[config.mk]
export PLATFORM = sky130hd
export DESIGN_NAME = spi_regmaster
export DESIGN_NICKNAME = d
export VERILOG_FILES = /design/src/rtl/spi_rm_pkg.sv /design/src/rtl/spi_rm_clkgen.sv /design/src/rtl/spi_rm_lenlut.sv /design/src/rtl/spi_rm_shreg.sv /design/src/rtl/spi_regmaster.sv
export SDC_FILE = /design/constraint.sdc
export NUM_CORES = 1
export LEC_CHECK = 0
export CORE_MARGIN = 1.5
export CORE_UTILIZATION = 56
export CTS_BUF_LIST = sky130_fd_sc_hd__clkbuf_4 sky130_fd_sc_hd__clkbuf_8
export DETAILED_ROUTE_END_ITERATION = 8
export PLACE_DENSITY = 0.84
export SLEW_MARGIN = 15
export SYNTH_ARGS = -nofsm -noshare
export SYNTH_HDL_FRONTEND = slang
export SYNTH_SLANG_ARGS = --single-unit
[constraint.sdc]
create_clock -name clk -period 4 [get_ports clk]
set_clock_uncertainty 0.15 [all_clocks]
set_input_delay 0.8 -clock clk [delete_from_list [all_inputs] [get_ports clk]]
set_output_delay 0.8 -clock clk [all_outputs]
set_load 0.01 [all_outputs]
[src/rtl/spi_rm_pkg.sv]
package spi_rm_pkg;
    localparam int TGT_W    = 4;
    localparam int ADDR_W   = 7;
    localparam int DATA_MAX = 32;
    localparam int HDR_W    = ADDR_W + 1;
    localparam int FRAME_W  = HDR_W + DATA_MAX;
    localparam int LEN_W    = $clog2(DATA_MAX + 1);
    localparam int CNT_W    = $clog2(FRAME_W + 1);

    typedef enum logic [2:0] {
        ST_IDLE,
        ST_SETUP,
        ST_SCK_HI,
        ST_SCK_LO,
        ST_HOLD,
        ST_GAP
    } rm_state_e;
endpackage

[src/rtl/spi_rm_clkgen.sv]
module spi_rm_clkgen #(
    parameter int DIV_W = 8
) (
    input  logic             clk,
    input  logic             rst_n,
    input  logic             en,
    input  logic [DIV_W-1:0] half,
    output logic             tick
);
    logic [DIV_W-1:0] cnt_q;
    logic [DIV_W-1:0] lim;

    // a zero half period is clamped to one system clock
    assign lim  = (half == '0) ? '0 : half - DIV_W'(1);
    assign tick = en && (cnt_q == lim);

    always_ff @(posedge clk or negedge rst_n) begin
        if (!rst_n) begin
            cnt_q <= '0;
        end else if (!en || tick) begin
            cnt_q <= '0;
        end else begin
            cnt_q <= cnt_q + DIV_W'(1);
        end
    end
endmodule

[src/rtl/spi_rm_lenlut.sv]
module spi_rm_lenlut
    import spi_rm_pkg::*;
#(
    parameter int LEN_REG = 16,
    parameter int LEN_PLL = 32,
    parameter int LEN_ATT = 8,
    parameter int LEN_MEZ = 8
) (
    input  logic [1:0]       cls,
    output logic [LEN_W-1:0] dlen
);
    always_comb begin
        unique case (cls)
            2'b00:   dlen = LEN_W'(LEN_REG);
            2'b01:   dlen = LEN_W'(LEN_PLL);
            2'b10:   dlen = LEN_W'(LEN_ATT);
            default: dlen = LEN_W'(LEN_MEZ);
        endcase
    end

    always_comb begin
        a_r2_len_legal: assert (dlen == LEN_W'(LEN_REG) || dlen == LEN_W'(LEN_PLL) ||
                                dlen == LEN_W'(LEN_ATT) || dlen == LEN_W'(LEN_MEZ));
    end
endmodule

[src/rtl/spi_rm_shreg.sv]
module spi_rm_shreg
    import spi_rm_pkg::*;
(
    input  logic                clk,
    input  logic                rst_n,
    input  logic                load,
    input  logic [FRAME_W-1:0]  frame,
    input  logic                shift,
    input  logic                cap,
    input  logic                miso,
    output logic                mosi,
    output logic [DATA_MAX-1:0] rdata
);
    logic [FRAME_W-1:0]  tx_q;
    logic [DATA_MAX-1:0] rx_q;

    always_ff @(posedge clk or negedge rst_n) begin
        if (!rst_n) begin
            tx_q <= '0;
        end else if (load) begin
            tx_q <= frame;
        end else if (shift) begin
            tx_q <= {tx_q[FRAME_W-2:0], 1'b0};
        end
    end

    always_ff @(posedge clk or negedge rst_n) begin
        if (!rst_n) begin
            rx_q <= '0;
        end else if (load) begin
            rx_q <= '0;
        end else if (cap) begin
            rx_q <= {rx_q[DATA_MAX-2:0], miso};
        end
    end

    assign mosi  = tx_q[FRAME_W-1];
    assign rdata = rx_q;

    // capture never coincides with a new load or with a shift
    a_r6_cap_exclusive: assert property (@(posedge clk) disable iff (!rst_n)
        cap |-> !load && !shift);
endmodule

[src/rtl/spi_regmaster.sv]
module spi_regmaster
    import spi_rm_pkg::*;
#(
    parameter int DIV_W = 8
) (
    input  logic                clk,
    input  logic                rst_n,
    input  logic                start,
    input  logic [TGT_W-1:0]    tgt_addr,
    input  logic                wr_en,
    input  logic [DATA_MAX-1:0] wdata,
    input  logic [DIV_W-1:0]    half_div,
    input  logic                miso,
    output logic                busy,
    output logic                done,
    output logic [DATA_MAX-1:0] rdata,
    output logic                sck,
    output logic                mosi,
    output logic                cs_n
);
    rm_state_e           state_q, state_d;
    logic                tick;
    logic [LEN_W-1:0]    dlen_w;
    logic [DATA_MAX-1:0] data_al;
    logic [FRAME_W-1:0]  frame_w;
    logic                load, rise_ev, fall_ev, last_fall, cap;
    logic [CNT_W-1:0]    nbits_q, bcnt_q;
    logic [DIV_W-1:0]    half_q;
    logic                gap_q;
    logic                sck_q, cs_n_q, done_q;

    spi_rm_lenlut u_len (
        .cls  (tgt_addr[TGT_W-1 -: 2]),
        .dlen (dlen_w)
    );

    // left-align the used data bits so they leave MSB first
    assign data_al = wdata << (LEN_W'(DATA_MAX) - dlen_w);
    assign frame_w = {{(ADDR_W-TGT_W){1'b0}}, tgt_addr, wr_en, data_al};

    spi_rm_clkgen #(.DIV_W(DIV_W)) u_clk (
        .clk   (clk),
        .rst_n (rst_n),
        .en    (state_q != ST_IDLE),
        .half  (half_q),
        .tick  (tick)
    );

    assign load      = (state_q == ST_IDLE) && start;
    assign rise_ev   = tick && (state_q == ST_SETUP || state_q == ST_SCK_LO);
    assign fall_ev   = tick && (state_q == ST_SCK_HI);
    assign last_fall = fall_ev && (bcnt_q + CNT_W'(1) == nbits_q);
    assign cap       = rise_ev && (bcnt_q >= CNT_W'(HDR_W));

    spi_rm_shreg u_sr (
        .clk   (clk),
        .rst_n (rst_n),
        .load  (load),
        .frame (frame_w),
        .shift (fall_ev),
        .cap   (cap),
        .miso  (miso),
        .mosi  (mosi),
        .rdata (rdata)
    );

    // next-state logic
    always_comb begin
        state_d = state_q;
        unique case (state_q)
            ST_IDLE:   if (start) state_d = ST_SETUP;
            ST_SETUP:  if (tick) state_d = ST_SCK_HI;
            ST_SCK_HI: if (tick) state_d = last_fall ? ST_HOLD : ST_SCK_LO;
            ST_SCK_LO: if (tick) state_d = ST_SCK_HI;
            ST_HOLD:   if (tick) state_d = ST_GAP;
            ST_GAP:    if (tick && gap_q) state_d = ST_IDLE;
            default:   state_d = ST_IDLE;
        endcase
    end

    // state register
    always_ff @(posedge clk or negedge rst_n) begin
        if (!rst_n) state_q <= ST_IDLE;
        else        state_q <= state_d;
    end

    // frame bookkeeping registers
    always_ff @(posedge clk or negedge rst_n) begin
        if (!rst_n) begin
            nbits_q <= '0;
            half_q  <= '0;
            bcnt_q  <= '0;
            gap_q   <= 1'b0;
        end else begin
            if (load) begin
                nbits_q <= CNT_W'(HDR_W) + CNT_W'(dlen_w);
                half_q  <= half_div;
                bcnt_q  <= '0;
            end else if (fall_ev) begin
                bcnt_q <= bcnt_q + CNT_W'(1);
            end
            if (state_q != ST_GAP) gap_q <= 1'b0;
            else if (tick)         gap_q <= 1'b1;
        end
    end

    // registered pin outputs
    always_ff @(posedge clk or negedge rst_n) begin
        if (!rst_n) begin
            sck_q  <= 1'b0;
            cs_n_q <= 1'b1;
            done_q <= 1'b0;
        end else begin
            sck_q  <= (state_d == ST_SCK_HI);
            cs_n_q <= (state_d == ST_IDLE) || (state_d == ST_GAP);
            done_q <= (state_q == ST_HOLD) && (state_d == ST_GAP);
        end
    end

    assign sck  = sck_q;
    assign cs_n = cs_n_q;
    assign done = done_q;
    assign busy = (state_q != ST_IDLE);

    // no clock pulse outside chip select
    a_r4_sck_in_frame: assert property (@(posedge clk) disable iff (!rst_n)
        cs_n_q |-> !sck_q);
    // data line held through each high phase
    a_r3_mosi_stable_hi: assert property (@(posedge clk) disable iff (!rst_n)
        (sck_q && $past(sck_q)) |-> $stable(mosi));
    // completion pulse is one cycle wide
    a_r7_done_single: assert property (@(posedge clk) disable iff (!rst_n)
        done_q |=> !done_q);
    // completion coincides with chip-select release while still busy
    a_r7_done_cs: assert property (@(posedge clk) disable iff (!rst_n)
        done_q |-> cs_n_q && busy);
    // a request while busy changes nothing latched for the frame
    a_r8_busy_start_ignored: assert property (@(posedge clk) disable iff (!rst_n)
        (busy && start) |=> $stable(nbits_q) && $stable(half_q));
    // falling-edge count never runs past the frame length
    a_r2_bcnt_bound: assert property (@(posedge clk) disable iff (!rst_n)
        bcnt_q <= nbits_q);
endmodule

## Word-level counts from Yosys, hierarchy flattened

Index checks and enable logic that the tools add are counted.
W data, S select, Z words.

- Add/sub/neg operators: 5
- Magnitude comparators: 1
- Equality and inequality tests: 11
- Shift-type cells: 1
- Multiplexer cells: 18
- Reduce and logical (&&, ||, !) cells: 21

Operators with widths:

| cell | count |
|---|---|
| $mux W40 | 2 |
| $mux W32 | 2 |
| $shl A32 B6 Y32 | 1 |
| $mux W3 | 6 |
| $mux W8 | 2 |
| $pmux W3 S5 | 1 |
| $mux W6 | 2 |
| $pmux W6 S2 | 1 |
| $eq A3 B2 Y1 const B | 3 |
| $eq A3 B3 Y1 const B | 3 |
| $add A8 B1 Y8 const B | 1 |
| $eq A8 B8 Y1 | 1 |
| $logic_and A1 B1 Y1 | 8 |
| $logic_not A8 Y1 | 1 |
| $sub A8 B1 Y8 const B | 1 |
| $add A4 B6 Y6 const A | 1 |
| $add A6 B1 Y6 const B | 1 |
| $eq A6 B6 Y1 | 1 |
| $ge A6 B4 Y1 const B | 1 |
| $logic_not A3 Y1 | 2 |
| $reduce_bool A2 Y1 | 3 |
| $sub A6 B6 Y6 const A | 1 |
| $eq A3 B1 Y1 const B | 1 |
| $logic_or A1 B1 Y1 | 3 |
| other kinds (7) | 8 |

- Bits in registers: 107
- Bits of input ports: 49

## Depth between registers and ports, before layout

- Depth after elaboration: 11
- Mapped depth: 12
- Gate-level depth less buffers: 9

## Cells and area by module

A second synthesis with hierarchy kept.

- Cell total of the unflattened synthesis: 762
- Area total of the unflattened synthesis: 7367.1 µm²

By module, submodules not included:

| module | times used | cells each | area an instance (µm²) | seq. area each (µm²) |
|---|---|---|---|---|
| spi_regmaster | 1 | 365 | 3220.6 | 676.9 |
| spi_rm_shreg | 1 | 277 | 3194.3 | 1801.7 |
| spi_rm_clkgen | 1 | 113 | 912.1 | 200.2 |
| spi_rm_lenlut | 1 | 7 | 40.0 | 0.0 |

## Worst setup path after synthesis

OpenSTA, ideal clock, no wires.

- Path type: register to register
- Start: register half_q[0]
- End: register u_sr.tx_q[14]
- Library setup time: 0.126 ns
- Arrival time: 2.596 ns
- Required time: 3.724 ns
- Slack: 1.128 ns
- Stages on the path, launching flop included: 12
- Path buffers: 2
- Period minus slack after synthesis: 2.872 ns
- Cell sequence: dfrtp_1 inv_1 ha_1 buf_2 or4b_4 nor2_1 a21boi_2 a211oi_4 o211a_1 nand2_1 buf_2 a221o_1

- Longest elaborated chain between the ends: 6
- Elaborated cells on any way between the ends: 7
- Classes of those cells: add/sub: 1; eq/ne: 1; mux: 1; reduce/logical: 4

Ends and longest elaborated chain:

| item | RTL line | text |
|---|---|---|
| start, declared | spi_regmaster.sv:28 | `logic [DIV_W-1:0] half_q;` |
| start signal, assigned | spi_regmaster.sv:97 | `half_q <= half_div;` |
| $sub A8 B1 Y8 / $logic_not A8 Y1 (equally long branches) | spi_rm_clkgen.sv:14 | `assign lim = (half == '0) ? '0 : half - DIV_W'(1);` |
| $mux W8 * | spi_rm_clkgen.sv:14 |  |
| $eq A8 B8 Y1 * | spi_rm_clkgen.sv:15 | `assign tick = en && (cnt_q == lim);` |
| $logic_and A1 B1 Y1 * | spi_rm_clkgen.sv:15 |  |
| $logic_and A1 B1 Y1 * | spi_regmaster.sv:51 | `assign fall_ev = tick && (state_q == ST_SCK_HI);` |
| $reduce_bool A2 Y1 (no line) * | - |  |
| end signal, assigned | spi_rm_shreg.sv:21 | `tx_q <= frame;` |
| end signal, assigned | spi_rm_shreg.sv:23 | `tx_q <= {tx_q[FRAME_W-2:0], 1'b0};` |
| end, declared | spi_rm_shreg.sv:14 | `logic [FRAME_W-1:0] tx_q;` |

Every way passes the cells marked *; elsewhere a longest branch is shown, timed or not.
A chain may end at the register's enable or synchronous reset.

## Worst setup path after layout

- Start: register half_q[0]
- End: register u_sr.tx_q[16]

Same word-level chain as after synthesis.

==> impl_results.md <==
* Skew-Pair Late Insertion Delay at between 0.3 and 0.4 ns
* Cells after synthesis at 623
* Final setup fails at 0
* Vias in the first global route at 4842
* Placer congestion estimate at 0.876
* Final min period at 3.61 ns
* RSZ-0062 raised after global routing: false
* Aggregate routed wire length at 13.6 mm
* Fmax at 277 MHz
* Setup_tns at 0 ns
* Worst-path fanout max at 44
* Flip-flop and latch count after synthesis at 104
* DRT iter0 DRCs at around 350
* Util after Layout at 0.685
* Hold_ws at 0.352 ns
* Synthesis Warnings at 0
* Post-synthesis average cell area at ~9 um^2
* Leak at roughly 2.8 nW
* Final Hold Vio Count at 0
* Crit end category: flip-flop
* Initial antenna violation count at 0
* Avg Vias per Cell at 6.16
* Worst Tran Pin Value at 1.09 ns
* Core area at between 0.009 and 0.01 mm^2
* Die area at 0.0106 mm^2
* First-pass GRT wire length at approximately 23 mm
* CP peak stage delay at around 0.84 ns
* Synthesis-to-finish area growth at 19.1%
* Nets at 729
* EDFF count, synth at 0
* Critical path startpoint category: flip-flop
* Starting Density at 0.575
* Crit path max-delay family: simple AND/OR/NAND/NOR gates
* Global route overflow at 0
* Top cell type's share of synthesized area at 0.461
* Sink Count at 104
* Maximum root-to-sink buffer count at 2
* Status: completed
* Maxcap violations at 0
* Total number of H-tree levels at 3
* Hpwl dp at 9.07 mm
* Buffers & Inverters on Critical Path at 2
* Post-route ant nets at 0
* Synth area leaders: dfrtp_1, a21oi_1, nand3_1, o21ai_0, mux2i_1
* Netlist cell types at 54
* Wire length per cell at 16.7 um
* Post-CTS sizing at 0
* Post-Synthesis Cell Area at 0.00559 mm^2
* Cell taking the most area after synthesis: dfrtp_1
* CTS tree: yes
* Critical path data required time at 4.11 ns
* Worst slew margin at 0.273
* Die width at 103 um
* Period utilisation layout at 0.902
* Layout cell share with drive strength beyond 1 at 0.0632
* Antenna diodes at 0
* GRT Total Usage at 0.268
* Pre-antenna DRT Iters at 5
* CTS buffer count at 9
* I/O pins at 86
* Crit path kind: flip-flop to flip-flop
* Clock slew at reported path FFs at 0.11 ns
* Die height at 103 um
* Via count at 5012
* Syn Nets at ~680
* Max-slew violation count at 0
* Port Buffers at 85
* Main synth FF type: dfrtp_1
* Sequential fraction of the synthesis area at 0.466
* Sequence of cells on the critical path: inv_1, ha_1, or4b_4, nor2_1, a21oi_1, o211ai_4, buf_4, nor3_1, or3_1
* # rows at 36
* Clk root buf: clkbuf_8
* Peak VDD IR at between 300 and 400 uV
* Tightest Hold Check Type: input pin to async pin
* Slowest CP cell: o211ai_4
* Cts hold-fix bufs at 0
* Pin count of the biggest net entering global routing at 76
* Critical path data arrival time at 3.72 ns
* Residual DRC at 0
* Pwr/cell area at 638 mW/mm^2
* Post-CTS Setup Bufs at 0
* FFs w/ async S/R, synth at 1.00
-- kinds of logic after synthesis --
family                     count (synthesis)  synth area share
xor gates and xnor gates                  15            0.0235
buffers and inverters                     66            0.0494
DFF                                      104             0.466
and+or+nand+nor                          232             0.214
muxes                                     18            0.0322
adders and majority gates                  5            0.0112
AOI/OAI and AO/OA                        183             0.204
-- layout make-up --
cell class | instances | area (um^2)
tap | 133 | 166
timing repair buffer | 97 | 951
sequential | 104 | 2600
clock inverter | 6 | 48.8
clock buffer | 10 | 131
inverter | 10 | 37.5
multi-input combinational | 453 | 2720
fill | 775 | 3070
-- worst paths after layout --
check	slack [ns]	to	from	cells past startpoint
max reg2reg	0.39	u_sr.tx_q[16]	half_q[0]	9
max in group asynchronous	2.47	cs_n	rst_n	2
min in group clk	0.37	nbits_q[5]	nbits_q[5]	1
min reg2reg	0.37	nbits_q[5]	nbits_q[5]	1
max	0.39	u_sr.tx_q[16]	half_q[0]	9
min	0.35	u_clk.cnt_q[3]	rst_n	1
-- layout by cell type (no fill, tap or decap), types with 12 or more instances in the layout --
cell type        synthesis  routed
dfrtp_1                103     103
clkdlybuf4s50_1          0      84
a21oi_1                 65      65
nand3_1                 61      61
o21ai_0                 59      59
nand2_1                 42      42
nor2_1                  34      33
nor3_1                  24      23
and2_1                  24      23
and3_1                  20      20
mux2i_1                 18      18
a221o_1                 15      15
buf_4                    3      12
-- sequential cells by signal, indices dropped and copies added, names as in the netlist, 3 cells and up --
| signal | cells |
|---|---|
| bcnt_q | 6 |
| half_q | 8 |
| nbits_q | 3 |
| state_q | 3 |
| u_clk.cnt_q | 8 |
| u_sr.rdata | 32 |
| u_sr.tx_q | 40 |
-- where the power goes --
group	internal, mW	leakage [nW]	switching (mW)
combinational	0.845	1.40	0.964
clock	0.242	0.0950	0.380
sequential	1.47	1.33	0.348
-- cells in the mapped netlist, types with 9 or more instances --
cell      count
xor2_1        9
and3_1       20
inv_1        10
nor3_1       24
mux2i_1      18
or3_1        10
a21oi_1      65
nand3_1      61
nand2_1      42
and2_1       24
a221o_1      15
dfrtp_1     103
nor2_1       34
o21ai_0      59
clkbuf_1     42
-- per-stage QoR --
step / worst slack, ns / instance area (um^2) / cells / power, mW
detailed placement: 0.440 / 6480 / 797 / 3.62
global route: 0.171 / 6660 / 813 / 4.55
finish: 0.393 / 6660 / 813 / 4.25
global placement: 0.616 / 6480 / 797 / 3.52
floorplan: 1.13 / 5590 / 623 / 2.97
CTS: 0.419 / 6660 / 813 / 4.24
-- routing by layer --
metal  global-route usage  part of all wire  up-vias
met5                    0                 0        -
met3               0.0420             0.054       31
met4                0.104             0.022        0
met1                0.367              0.43     2464
li1                     -                 -     2343
met2                0.431              0.50      174
Note: power is estimated with default switching activity, not from simulation.
